===== src/rtl/nor_erase_pkg.sv =====
// Shared types and command constants for the NOR erase sequencer.
// Assumes 8-bit flash data and an address bus of at least 15 bits.
package nor_erase_pkg;

    typedef enum logic [2:0] {
        ST_IDLE,    // waiting for start
        ST_CMD,     // issuing the six command writes
        ST_PFIRST,  // first status read (reference value)
        ST_POLL,    // sliding status reads
        ST_RCHK_A,  // first read after a timeout flag
        ST_RCHK_B   // second read after a timeout flag
    } seq_state_t;

    localparam logic [15:0] KEY_ADDR_A = 16'h5555;
    localparam logic [15:0] KEY_ADDR_B = 16'h2AAA;
    localparam logic [7:0]  KEY_DATA_A = 8'hAA;
    localparam logic [7:0]  KEY_DATA_B = 8'h55;
    localparam logic [7:0]  CMD_SETUP  = 8'h80;
    localparam logic [7:0]  CMD_WHOLE  = 8'h10;
    localparam logic [7:0]  CMD_SECTOR = 8'h30;
    localparam logic [7:0]  ST_PASS    = 8'h00;
    localparam logic [7:0]  ST_FAIL    = 8'hFF;
    localparam int          TOGGLE_BIT = 6;
    localparam int          TMO_BIT    = 5;
    localparam int          NUM_STEPS  = 6;

endpackage


===== src/rtl/nor_cmd_table.sv =====
// Command table: maps a step index (0..5) and the operation kind to the
// address and data of that write. Purely combinational.
// Assumes ADDR_W >= 16 bits or that the key addresses fit in ADDR_W.
module nor_cmd_table
    import nor_erase_pkg::*;
#(
    parameter int ADDR_W = 18
) (
    input  logic [2:0]        step,
    input  logic              is_sector,
    input  logic [ADDR_W-1:0] sec_addr,
    output logic [ADDR_W-1:0] cmd_addr,
    output logic [7:0]        cmd_data
);

    localparam logic [ADDR_W-1:0] A_KEY1 = ADDR_W'(KEY_ADDR_A);
    localparam logic [ADDR_W-1:0] A_KEY2 = ADDR_W'(KEY_ADDR_B);

    // Select the write for the current step.
    always_comb begin
        unique case (step)
            3'd0:    begin cmd_addr = A_KEY1; cmd_data = KEY_DATA_A; end
            3'd1:    begin cmd_addr = A_KEY2; cmd_data = KEY_DATA_B; end
            3'd2:    begin cmd_addr = A_KEY1; cmd_data = CMD_SETUP;  end
            3'd3:    begin cmd_addr = A_KEY1; cmd_data = KEY_DATA_A; end
            3'd4:    begin cmd_addr = A_KEY2; cmd_data = KEY_DATA_B; end
            default: begin
                cmd_addr = is_sector ? sec_addr : A_KEY1;
                cmd_data = is_sector ? CMD_SECTOR : CMD_WHOLE;
            end
        endcase
    end

endmodule


===== src/rtl/nor_bus_cycle.sv =====
// Bus-cycle engine: runs one flash write or read per request.
// Write: address/data held WR_CYC cycles, write enable in interior cycles.
// Read: read enable for RD_CYC cycles, data sampled on the last one.
// Assumes WR_CYC >= 3 and RD_CYC >= 1; a request is taken only when idle.
module nor_bus_cycle #(
    parameter int ADDR_W = 18,
    parameter int WR_CYC = 4,
    parameter int RD_CYC = 2
) (
    input  logic              clk,
    input  logic              rst_n,
    input  logic              req,
    input  logic              req_wr,
    input  logic [ADDR_W-1:0] req_addr,
    input  logic [7:0]        req_data,
    output logic              fin,
    output logic [7:0]        rd_data,
    output logic [ADDR_W-1:0] bus_addr,
    output logic [7:0]        bus_wdata,
    output logic              bus_we,
    output logic              bus_re,
    input  logic [7:0]        bus_rdata
);

    localparam int LONGEST = (WR_CYC > RD_CYC) ? WR_CYC : RD_CYC;
    localparam int CW      = $clog2(LONGEST) + 1;
    localparam logic [CW-1:0] WR_LAST = CW'(WR_CYC - 1);
    localparam logic [CW-1:0] RD_LAST = CW'(RD_CYC - 1);

    logic              act;
    logic              wr_q;
    logic [CW-1:0]     cnt;
    logic [ADDR_W-1:0] addr_q;
    logic [7:0]        data_q;
    logic              last;

    assign last = (cnt == (wr_q ? WR_LAST : RD_LAST));

    // Transaction window counter, request capture and read sampling.
    always_ff @(posedge clk) begin
        if (!rst_n) begin
            act     <= 1'b0;
            wr_q    <= 1'b0;
            cnt     <= '0;
            addr_q  <= '0;
            data_q  <= '0;
            rd_data <= '0;
            fin     <= 1'b0;
        end else begin
            fin <= 1'b0;
            if (!act) begin
                if (req) begin
                    act    <= 1'b1;
                    wr_q   <= req_wr;
                    addr_q <= req_addr;
                    data_q <= req_wr ? req_data : 8'h00;
                    cnt    <= '0;
                end
            end else if (last) begin
                act <= 1'b0;
                fin <= 1'b1;
                if (!wr_q) rd_data <= bus_rdata;
            end else begin
                cnt <= cnt + 1'b1;
            end
        end
    end

    // Bus pins: idle values outside a window, centred write strobe.
    always_comb begin
        bus_addr  = act ? addr_q : '0;
        bus_wdata = (act && wr_q) ? data_q : 8'h00;
        bus_we    = act && wr_q && (cnt != '0) && (cnt != WR_LAST);
        bus_re    = act && !wr_q;
    end

endmodule


===== src/rtl/nor_erase_seq.sv =====
// Top: erase sequencer. On start it issues the six-write erase command
// (whole device or one sector), then polls toggle bit 6 with a sliding
// two-read comparison, honours timeout bit 5 with a final two-read recheck,
// and ends with a one-cycle done pulse and a pass/fail status byte.
// Assumes the flash returns steady read data while flash_re is high.
module nor_erase_seq
    import nor_erase_pkg::*;
#(
    parameter int ADDR_W = 18,
    parameter int WR_CYC = 4,
    parameter int RD_CYC = 2
) (
    input  logic              clk,
    input  logic              rst_n,
    input  logic              start,
    input  logic              op_sector,
    input  logic [ADDR_W-1:0] sector_addr,
    output logic              busy,
    output logic              done,
    output logic [7:0]        status,
    output logic [ADDR_W-1:0] flash_addr,
    output logic [7:0]        flash_wdata,
    output logic              flash_we,
    output logic              flash_re,
    input  logic [7:0]        flash_rdata
);

    localparam logic [2:0] LAST_STEP = 3'(NUM_STEPS - 1);

    seq_state_t        st;
    logic [2:0]        step;
    logic              op_q;
    logic [ADDR_W-1:0] sec_q;
    logic              req_q;
    logic [7:0]        prev_q;
    logic              done_q;
    logic [7:0]        status_q;

    logic [ADDR_W-1:0] cmd_addr;
    logic [7:0]        cmd_data;
    logic [ADDR_W-1:0] poll_addr;
    logic              fin;
    logic [7:0]        rd_data;
    logic              tgl_diff;

    nor_cmd_table #(.ADDR_W(ADDR_W)) u_table (
        .step      (step),
        .is_sector (op_q),
        .sec_addr  (sec_q),
        .cmd_addr  (cmd_addr),
        .cmd_data  (cmd_data)
    );

    assign poll_addr = op_q ? sec_q : ADDR_W'(KEY_ADDR_A);

    nor_bus_cycle #(.ADDR_W(ADDR_W), .WR_CYC(WR_CYC), .RD_CYC(RD_CYC)) u_bus (
        .clk       (clk),
        .rst_n     (rst_n),
        .req       (req_q),
        .req_wr    (st == ST_CMD),
        .req_addr  ((st == ST_CMD) ? cmd_addr : poll_addr),
        .req_data  (cmd_data),
        .fin       (fin),
        .rd_data   (rd_data),
        .bus_addr  (flash_addr),
        .bus_wdata (flash_wdata),
        .bus_we    (flash_we),
        .bus_re    (flash_re),
        .bus_rdata (flash_rdata)
    );

    assign tgl_diff = prev_q[TOGGLE_BIT] ^ rd_data[TOGGLE_BIT];

    // Sequencer: command steps, polling decisions and result capture.
    always_ff @(posedge clk) begin
        if (!rst_n) begin
            st       <= ST_IDLE;
            step     <= '0;
            op_q     <= 1'b0;
            sec_q    <= '0;
            req_q    <= 1'b0;
            prev_q   <= '0;
            done_q   <= 1'b0;
            status_q <= ST_PASS;
        end else begin
            req_q  <= 1'b0;
            done_q <= 1'b0;
            unique case (st)
                ST_IDLE: if (start) begin
                    op_q  <= op_sector;
                    sec_q <= sector_addr;
                    step  <= '0;
                    st    <= ST_CMD;
                    req_q <= 1'b1;
                end
                ST_CMD: if (fin) begin
                    req_q <= 1'b1;
                    if (step == LAST_STEP) st <= ST_PFIRST;
                    else                   step <= step + 1'b1;
                end
                ST_PFIRST: if (fin) begin
                    prev_q <= rd_data;
                    st     <= ST_POLL;
                    req_q  <= 1'b1;
                end
                ST_POLL: if (fin) begin
                    prev_q <= rd_data;
                    if (!tgl_diff) begin
                        st       <= ST_IDLE;
                        done_q   <= 1'b1;
                        status_q <= ST_PASS;
                    end else begin
                        req_q <= 1'b1;
                        if (rd_data[TMO_BIT]) st <= ST_RCHK_A;
                    end
                end
                ST_RCHK_A: if (fin) begin
                    prev_q <= rd_data;
                    st     <= ST_RCHK_B;
                    req_q  <= 1'b1;
                end
                ST_RCHK_B: if (fin) begin
                    st       <= ST_IDLE;
                    done_q   <= 1'b1;
                    status_q <= tgl_diff ? ST_FAIL : ST_PASS;
                end
                default: st <= ST_IDLE;
            endcase
        end
    end

    assign busy   = (st != ST_IDLE);
    assign done   = done_q;
    assign status = status_q;

endmodule


===== config.mk =====
export PLATFORM = sky130hd
export DESIGN_NAME = nor_erase_seq
export DESIGN_NICKNAME = d
export VERILOG_FILES = /design/src/rtl/nor_erase_pkg.sv /design/src/rtl/nor_cmd_table.sv /design/src/rtl/nor_bus_cycle.sv /design/src/rtl/nor_erase_seq.sv
export SDC_FILE = /design/constraint.sdc
export NUM_CORES = 1
export LEC_CHECK = 0
export ABC_AREA = 1
export ABC_CLOCK_PERIOD_IN_PS = 1400
export CAP_MARGIN = 25
export CORE_ASPECT_RATIO = 1.2
export CORE_UTILIZATION = 45
export CTS_CLUSTER_DIAMETER = 200
export DETAILED_ROUTE_END_ITERATION = 12
export PLACE_DENSITY = 0.76
export SKIP_CTS_REPAIR_TIMING = 1
export SYNTH_ARGS = -nofsm -noshare
export SYNTH_HDL_FRONTEND = slang
export SYNTH_SLANG_ARGS = --single-unit

===== constraint.sdc =====
create_clock -name clk -period 1.4 [get_ports clk]
set_clock_uncertainty 0.05 [all_clocks]
set_input_delay 0.14 -clock clk [delete_from_list [all_inputs] [get_ports clk]]
set_output_delay 0.14 -clock clk [all_outputs]
set_load 0.03 [all_outputs]

==> results.json, run 1 <==
{
  "synthesis.nets": 474,
  "post_route_cells_drive_above_1_share_pct": 40.1,
  "cells_taking_the_most_area_after_synthesis": "sky130_fd_sc_hd__dfxtp_1, sky130_fd_sc_hd__nand2_1, sky130_fd_sc_hd__inv_1",
  "final.min_clock_period_ns": 1.56,
  "place.port_buffers": 61,
  "wl_met2_mm": 4.63,
  "hold_path.class": "in -> reg",
  "critPathArrivalTime_ns": 1.37,
  "maxCapViolCount": 0,
  "grt_use_total_pct": 20.4,
  "fmax_mhz": 642,
  "netlist-cell-type-count": 33,
  "vdd_ir_drop_max_mv": 1.04,
  "synthCells": 436,
  "clock_insertion_delay_worst_skew_ns": 0.35,
  "grt.overflow.total": 0,
  "cts_max_path_buffers": 2,
  "post-dp-hpwl_mm": 4.77,
  "post_synth_instance_area_um2": 2980,
  "grt_setup_unrepaired": "yes",
  "critical_path_type": "reg -> out",
  "first_pass_iters": 5,
  "clock-root-buffer": "sky130_fd_sc_hd__clkbuf_8",
  "wire_length_reported_by_the_detailed_router_mm": 8.87,
  "critical_path_peak_fanout": 5,
  "dpl-instance-area_um2": 3680,
  "synthToLayoutAreaGrowth_pct": 58.5,
  "synth_largest_type_area_fraction_pct": 40.4,
  "final_hold_viol_count": 0,
  "place.gp.congestion": 0.834,
  "layout_worst_path_cycle_share_pct": 111,
  "max-slew-margin-rel_pct": 75.6,
  "drcViolationCount": 0,
  "pin_slew_with_the_least_headroom_to_its_limit_ns": 0.363,
  "number_of_enable_type_register_cells_in_the_synthesized_netlist": 0,
  "drt-met1-wl_mm": 3.69,
  "largest_net_degree_at_the_start_of_global_routing": 44,
  "route.detailed.vias_per_inst": 5.18,
  "routed-via-count": 3128,
  "ys_seq_area_share_pct": 40.4,
  "power.leakage_nw": 2.39,
  "cp-start-kind": "flop",
  "ctsHtreeMaxLevel": 3,
  "syn_avg_cell_area_um2": 6.83,
  "tritoncts": "done",
  "grt_pass1_vias": 2716,
  "cpPeakStageDelay_ns": 0.37,
  "place_worst_setup_slack_ns": -0.203,
  "detail_route.wl_per_cell_um": 14.7,
  "timing.critical_path.cells": "ha_4, ha_4, a211oi_2, buf_4",
  "worst-endpoint-required_ns": 1.21,
  "met3WireLength_um": 343,
  "outcome": "finished with violations",
  "crit_path_end_kind": "output port",
  "ys.flop_type": "sky130_fd_sc_hd__dfxtp_1",
  "floorplan.core_area_um2": 6410,
  "num_antenna_cells": 0,
  "die_area_um2": 6950,
  "synth_area_leader": "sky130_fd_sc_hd__dfxtp_1",
  "drt_iter0_markers": 228,
  "cts.sink_count": 60,
  "top_signal_layer_used": "met4",
  "synthesis_stage_register_bit_count": 60,
  "worst-path-buf-inv": 1,
  "synth-async-reset-ratio_pct": 0,
  "numCtsBuffers": 9,
  "stdcell_area_um2": 4720,
  "setup_violations": 43,
  "antenna_violations_before_repair": 0,
  "postLayoutCoreUtil_pct": 73.6,
  "num_rows": 32,
  "final.setup.worst_slack_ns": -0.157,
  "failing_checks": "negative setup slack",
  "wire_length_of_the_first_global_routing_pass_mm": 11.5,
  "clk_pin_slew_ns": 0.07,
  "ant_nets": 0,
  "slew_viols_final": 0,
  "start_util_pct": 46.5,
  "path_common_cell": "sky130_fd_sc_hd__ha_4",
  "die_width_um": 76.2,
  "powerDensity_nw_per_um2": 1830,
  "slowest_stage": "sky130_fd_sc_hd__dfxtp_4",
  "critical_path.top_delay_family": "flip-flops",
  "fp.dieH_um": 91.1,
  "ports": 68,
  "final_net_count": 552,
  "yosysWarnings": 0
}
[logic make-up (layout without fill, tap and decap cells)]
kind of cell / Yosys count / count (layout) / synth area share, %
AO/OA/AOI/OAI: 81 / 82 / 14.4
adder cells (fa/ha/maj): 8 / 8 / 3.36
buffers and inverters: 105 / 187 / 15.5
flip-flops: 60 / 60 / 40.4
AND/OR/NAND/NOR: 182 / 182 / 26.4
[worst register-to-register path, cell delays in order (launching register included)]
cell                      delay, ns
sky130_fd_sc_hd__dfxtp_4       0.41
sky130_fd_sc_hd__inv_4         0.07
sky130_fd_sc_hd__ha_4          0.18
sky130_fd_sc_hd__nand2_4       0.08
sky130_fd_sc_hd__nand2_4       0.08
sky130_fd_sc_hd__a21oi_4       0.31
sky130_fd_sc_hd__nand2_1       0.14
sky130_fd_sc_hd__nand3_2       0.07
sky130_fd_sc_hd__nand2_1       0.06
sky130_fd_sc_hd__inv_1         0.05
[synth_stat cells, types with 2 or more instances]
library cell                 n
sky130_fd_sc_hd__dfxtp_1    60
sky130_fd_sc_hd__nand4_1     3
sky130_fd_sc_hd__nor3_1      2
sky130_fd_sc_hd__inv_2       3
sky130_fd_sc_hd__o21ai_0    32
sky130_fd_sc_hd__o21ai_1     2
sky130_fd_sc_hd__inv_1      70
sky130_fd_sc_hd__nor2_2      3
sky130_fd_sc_hd__buf_4      10
sky130_fd_sc_hd__nand2_1   104
sky130_fd_sc_hd__clkbuf_1   11
sky130_fd_sc_hd__a21oi_1    41
sky130_fd_sc_hd__nand3_1    31
sky130_fd_sc_hd__buf_1       2
sky130_fd_sc_hd__ha_1        8
sky130_fd_sc_hd__buf_2       4
sky130_fd_sc_hd__nor2_1     32
sky130_fd_sc_hd__buf_6       3
[routing by layer]
metal	global-route usage (%)	vias to the layer above
met1	24.0	1489
met3	5.03	28
met5	0	-
li1	-	1509
met4	8.49	0
met2	35.2	102
[state kept, by name (all words and copies together) (netlist names)]
name	count
sec_q	18
u_bus.addr_q	18
u_bus.data_q	5
st	3
step	3
u_bus.cnt	3
u_bus.rd_data	2
done	1
op_q	1
prev_q	1
req_q	1
status	1
u_bus.act	1
u_bus.fin	1
u_bus.wr_q	1
[final timing paths]
path,slack [ns],to,from,depth (start not counted)
worst max-delay path,-0.16,flash_we,u_bus.cnt[0],4
worst min-delay path,0.33,u_bus.rd_data[5],flash_rdata[5],3
worst max register to register,-0.15,u_bus.addr_q[8],step[0],9
worst min register to register,0.40,sec_q[14],sec_q[14],2
[placed cells by master, fill, tap and decap left out, types with 3 or more instances in the layout]
| master | n |
|---|---|
| sky130_fd_sc_hd__o21ai_1 | 5 |
| sky130_fd_sc_hd__nor2_1 | 25 |
| sky130_fd_sc_hd__dfxtp_4 | 7 |
| sky130_fd_sc_hd__nand4_1 | 3 |
| sky130_fd_sc_hd__nand3_4 | 3 |
| sky130_fd_sc_hd__nand3_2 | 17 |
| sky130_fd_sc_hd__inv_1 | 45 |
| sky130_fd_sc_hd__nand2_1 | 69 |
| sky130_fd_sc_hd__dlymetal6s2s_1 | 9 |
| sky130_fd_sc_hd__nor2_4 | 5 |
| sky130_fd_sc_hd__a21oi_4 | 3 |
| sky130_fd_sc_hd__nand2_4 | 23 |
| sky130_fd_sc_hd__clkdlybuf4s50_1 | 23 |
| sky130_fd_sc_hd__nor2_2 | 6 |
| sky130_fd_sc_hd__buf_12 | 7 |
| sky130_fd_sc_hd__nand3_1 | 12 |
| sky130_fd_sc_hd__clkbuf_8 | 9 |
| sky130_fd_sc_hd__buf_6 | 24 |
| sky130_fd_sc_hd__ha_4 | 7 |
| sky130_fd_sc_hd__nand2_2 | 14 |
| sky130_fd_sc_hd__a21oi_2 | 8 |
| sky130_fd_sc_hd__a21oi_1 | 33 |
| sky130_fd_sc_hd__dfxtp_1 | 52 |
| sky130_fd_sc_hd__inv_4 | 5 |
| sky130_fd_sc_hd__buf_4 | 30 |
| sky130_fd_sc_hd__o21ai_0 | 29 |
| sky130_fd_sc_hd__inv_2 | 24 |
[report_power, final]
part / switching [mW] / internal (mW)
combinational: 2.50 / 1.81
clock: 0.758 / 1.01
sequential: 0.404 / 2.14
[metrics by stage]
| step | total power, mW | hold slack, ns | setup TNS [ns] | instances |
|---|---|---|---|---|
| floorplan | 4.35 | 0.254 | 0 | 436 |
| global placement | 5.16 | 0.385 | -1.68 | 573 |
| detailed placement | 5.27 | 0.388 | -2.99 | 573 |
| CTS | 7.01 | 0.328 | -11.92 | 589 |
| global route | 9.11 | 0.351 | -4.60 | 604 |
| finish | 8.63 | 0.332 | -2.58 | 604 |
[area by class of cell]
cell class / instances / area [µm²]
repair buffers: 96 / 1040
inverters: 75 / 294
multi-input cells: 272 / 1820
fillers: 432 / 1690
clock buffers: 9 / 124
flip-flops and latches: 60 / 1230
clock inverters: 7 / 98.8
well taps: 85 / 106
Note: power is estimated with default switching activity, not from simulation.
==> inputs of run 2 (changes only) <==
Settings changed: ABC_CLOCK_PERIOD_IN_PS 1400 to unset, CORE_ASPECT_RATIO 1.2 to unset, SLEW_MARGIN set to 20.
==> results.json, run 2 (synthesis results as in run 1) <==
{
  "grt_use_met1_pct": 25.3,
  "hold_path.class": "in -> reg",
  "slew_viols_final": 0,
  "place.gp.congestion": 0.820,
  "max-slew-margin-rel_pct": 68.8,
  "failing_checks": "negative setup slack",
  "ctsHtreeMaxLevel": 3,
  "share_comb_of_total_power_pct": 51.9,
  "crit_path_end_kind": "flop",
  "layout.filler_cells": 418,
  "vdd_ir_drop_max_mv": 1.08,
  "power.total_mw": 8.84,
  "worst-endpoint-required_ns": 1.62,
  "start_util_pct": 46.9,
  "most_common_cell_after_layout_fill_and_taps_aside": "sky130_fd_sc_hd__nand2_1",
  "worstHoldStart": "flash_rdata[5]",
  "cp-start-kind": "flop",
  "grt_pass1_vias": 2606,
  "worst-path-buf-inv": 1,
  "critical_path.startpoint": "step[1]",
  "grt.overflow.total": 0,
  "critical_path.top_delay_family": "flip-flops",
  "setup_violations": 37,
  "ports": 68,
  "switching_power_mw": 3.79,
  "critical_path_peak_fanout": 6,
  "outcome": "finished with violations",
  "critical_path_type": "reg -> reg",
  "critPathArrivalTime_ns": 1.82,
  "stdcell_area_um2": 4720,
  "reg_to_reg_slack_setup_ns": -0.20,
  "power.leakage_nw": 2.32,
  "hold-worst-slack_ns": 0.341,
  "post-dp-hpwl_mm": 4.68,
  "final_net_count": 549,
  "die_width_um": 83.3,
  "use_met2_pct": 33.1,
  "power.switching_fraction_pct": 42.9,
  "cpPeakStageDelay_ns": 0.38,
  "grt_use_total_pct": 20.1,
  "cts.sink_count": 60,
  "first_pass_iters": 5,
  "fmax_mhz": 624,
  "clk_pin_slew_ns": 0.07,
  "r2r_start": "step[1]",
  "final_hold_viol_count": 0,
  "tritoncts": "done",
  "dpl-instance-area_um2": 3670,
  "wire_length_reported_by_the_detailed_router_mm": 8.90,
  "post_route_cells_drive_above_1_share_pct": 37.1,
  "detail_route.wl_per_cell_um": 15.0,
  "ant_nets": 0,
  "pwr-share-seq_pct": 29.3,
  "reg.largest.list": "sec_q x18, u_bus.addr_q x18, u_bus.data_q x5",
  "route.detailed.vias_per_inst": 5.21,
  "layout_common_cells": "sky130_fd_sc_hd__nand2_1, sky130_fd_sc_hd__inv_1, sky130_fd_sc_hd__dfxtp_1, sky130_fd_sc_hd__a21oi_1, sky130_fd_sc_hd__buf_4",
  "place.port_buffers": 61,
  "numCtsBuffers": 9,
  "setup_tns_ns": -3.18,
  "timing.critical_path.cells": "ha_4, ha_4, a21oi_4, nand2_4, nand2_4, buf_8, nand3_2, a21oi_2",
  "power.clock.fraction_pct": 18.7,
  "grt_setup_unrepaired": "yes",
  "final.min_clock_period_ns": 1.60,
  "wire_length_of_the_first_global_routing_pass_mm": 11.3,
  "drcViolationCount": 0,
  "layoutNonFillerInstCount": 592,
  "num_antenna_cells": 0,
  "fp.dieH_um": 83.3,
  "routed-via-count": 3086,
  "antenna_violations_before_repair": 0,
  "clock-root-buffer": "sky130_fd_sc_hd__clkbuf_8",
  "drt_iter0_markers": 238,
  "grtUsageMet3_pct": 3.78,
  "largest_net_degree_at_the_start_of_global_routing": 40,
  "pin_slew_with_the_least_headroom_to_its_limit_ns": 0.467,
  "clock_insertion_delay_worst_skew_ns": 0.34,
  "postLayoutCoreUtil_pct": 74.3,
  "num_rows": 29,
  "floorplan.core_area_um2": 6350,
  "final.setup.worst_slack_ns": -0.202,
  "regArea_um2": 1230,
  "powerDensity_nw_per_um2": 1870,
  "area_of_combinational_cells_with_multiple_inputs_um2": 1860,
  "layout_worst_path_cycle_share_pct": 114,
  "grt.busiest_layer": "met2",
  "die_area_um2": 6940,
  "slowest_stage": "sky130_fd_sc_hd__dfxtp_4",
  "cts_max_path_buffers": 2,
  "place_worst_setup_slack_ns": -0.173,
  "dpl_cells": 567,
  "power.internal_mw": 5.05,
  "synthToLayoutAreaGrowth_pct": 58.5,
  "maxCapViolCount": 0
}
[run 2: changes by cell type in the layout (fill, tap and decap cells not counted), sizes merged]
| cell | change |
|---|---|
| inv | -3 |
| clkinv | -1 |
| buf | -3 |
| clkbuf | +3 |
| bufinv | -1 |
| clkinvlp | +1 |
[run 2: power by group through the flow]
stage / registers (mW) / logic (mW) / clock network [mW]
after detailed placement: 2.42 / 2.83 / 0
after global placement: 2.41 / 2.77 / 0
after global routing: 2.63 / 4.94 / 1.74
after floorplan: 2.35 / 2.00 / 0
final: 2.59 / 4.59 / 1.66
after CTS: 2.38 / 2.85 / 1.66
[run 2: final timing paths]
check,endpoint,depth (start not counted)
max reg2reg,u_bus.addr_q[13],8
min reg2reg,sec_q[0],2
min,u_bus.rd_data[5],3
max,u_bus.addr_q[13],8
[run 2: final cells by class]
cell class | count | share of cell area [%]
Clock inverter | 3 | 0.955
Inverter | 75 | 6.39
Multi-Input combinational cell | 272 | 39.5
Tap cell | 77 | 2.04
Timing Repair Buffer | 93 | 21.6
Sequential cell | 60 | 26.0
Clock buffer | 12 | 3.50
[run 2: worst min-delay path: cells and delay by family]
kind,cells,cell delay [ns]
buffers and inverters,1,0.40
AND/OR/NAND/NOR,1,0.08
AO/OA/AOI/OAI,1,0.06
[run 2: per-layer routing]
metal / part of all wire [%] / wire, µm
met4: 1.9 / 172
met5: 0 / 0
met2: 52 / 4660
met1: 41 / 3690
met3: 4.3 / 381
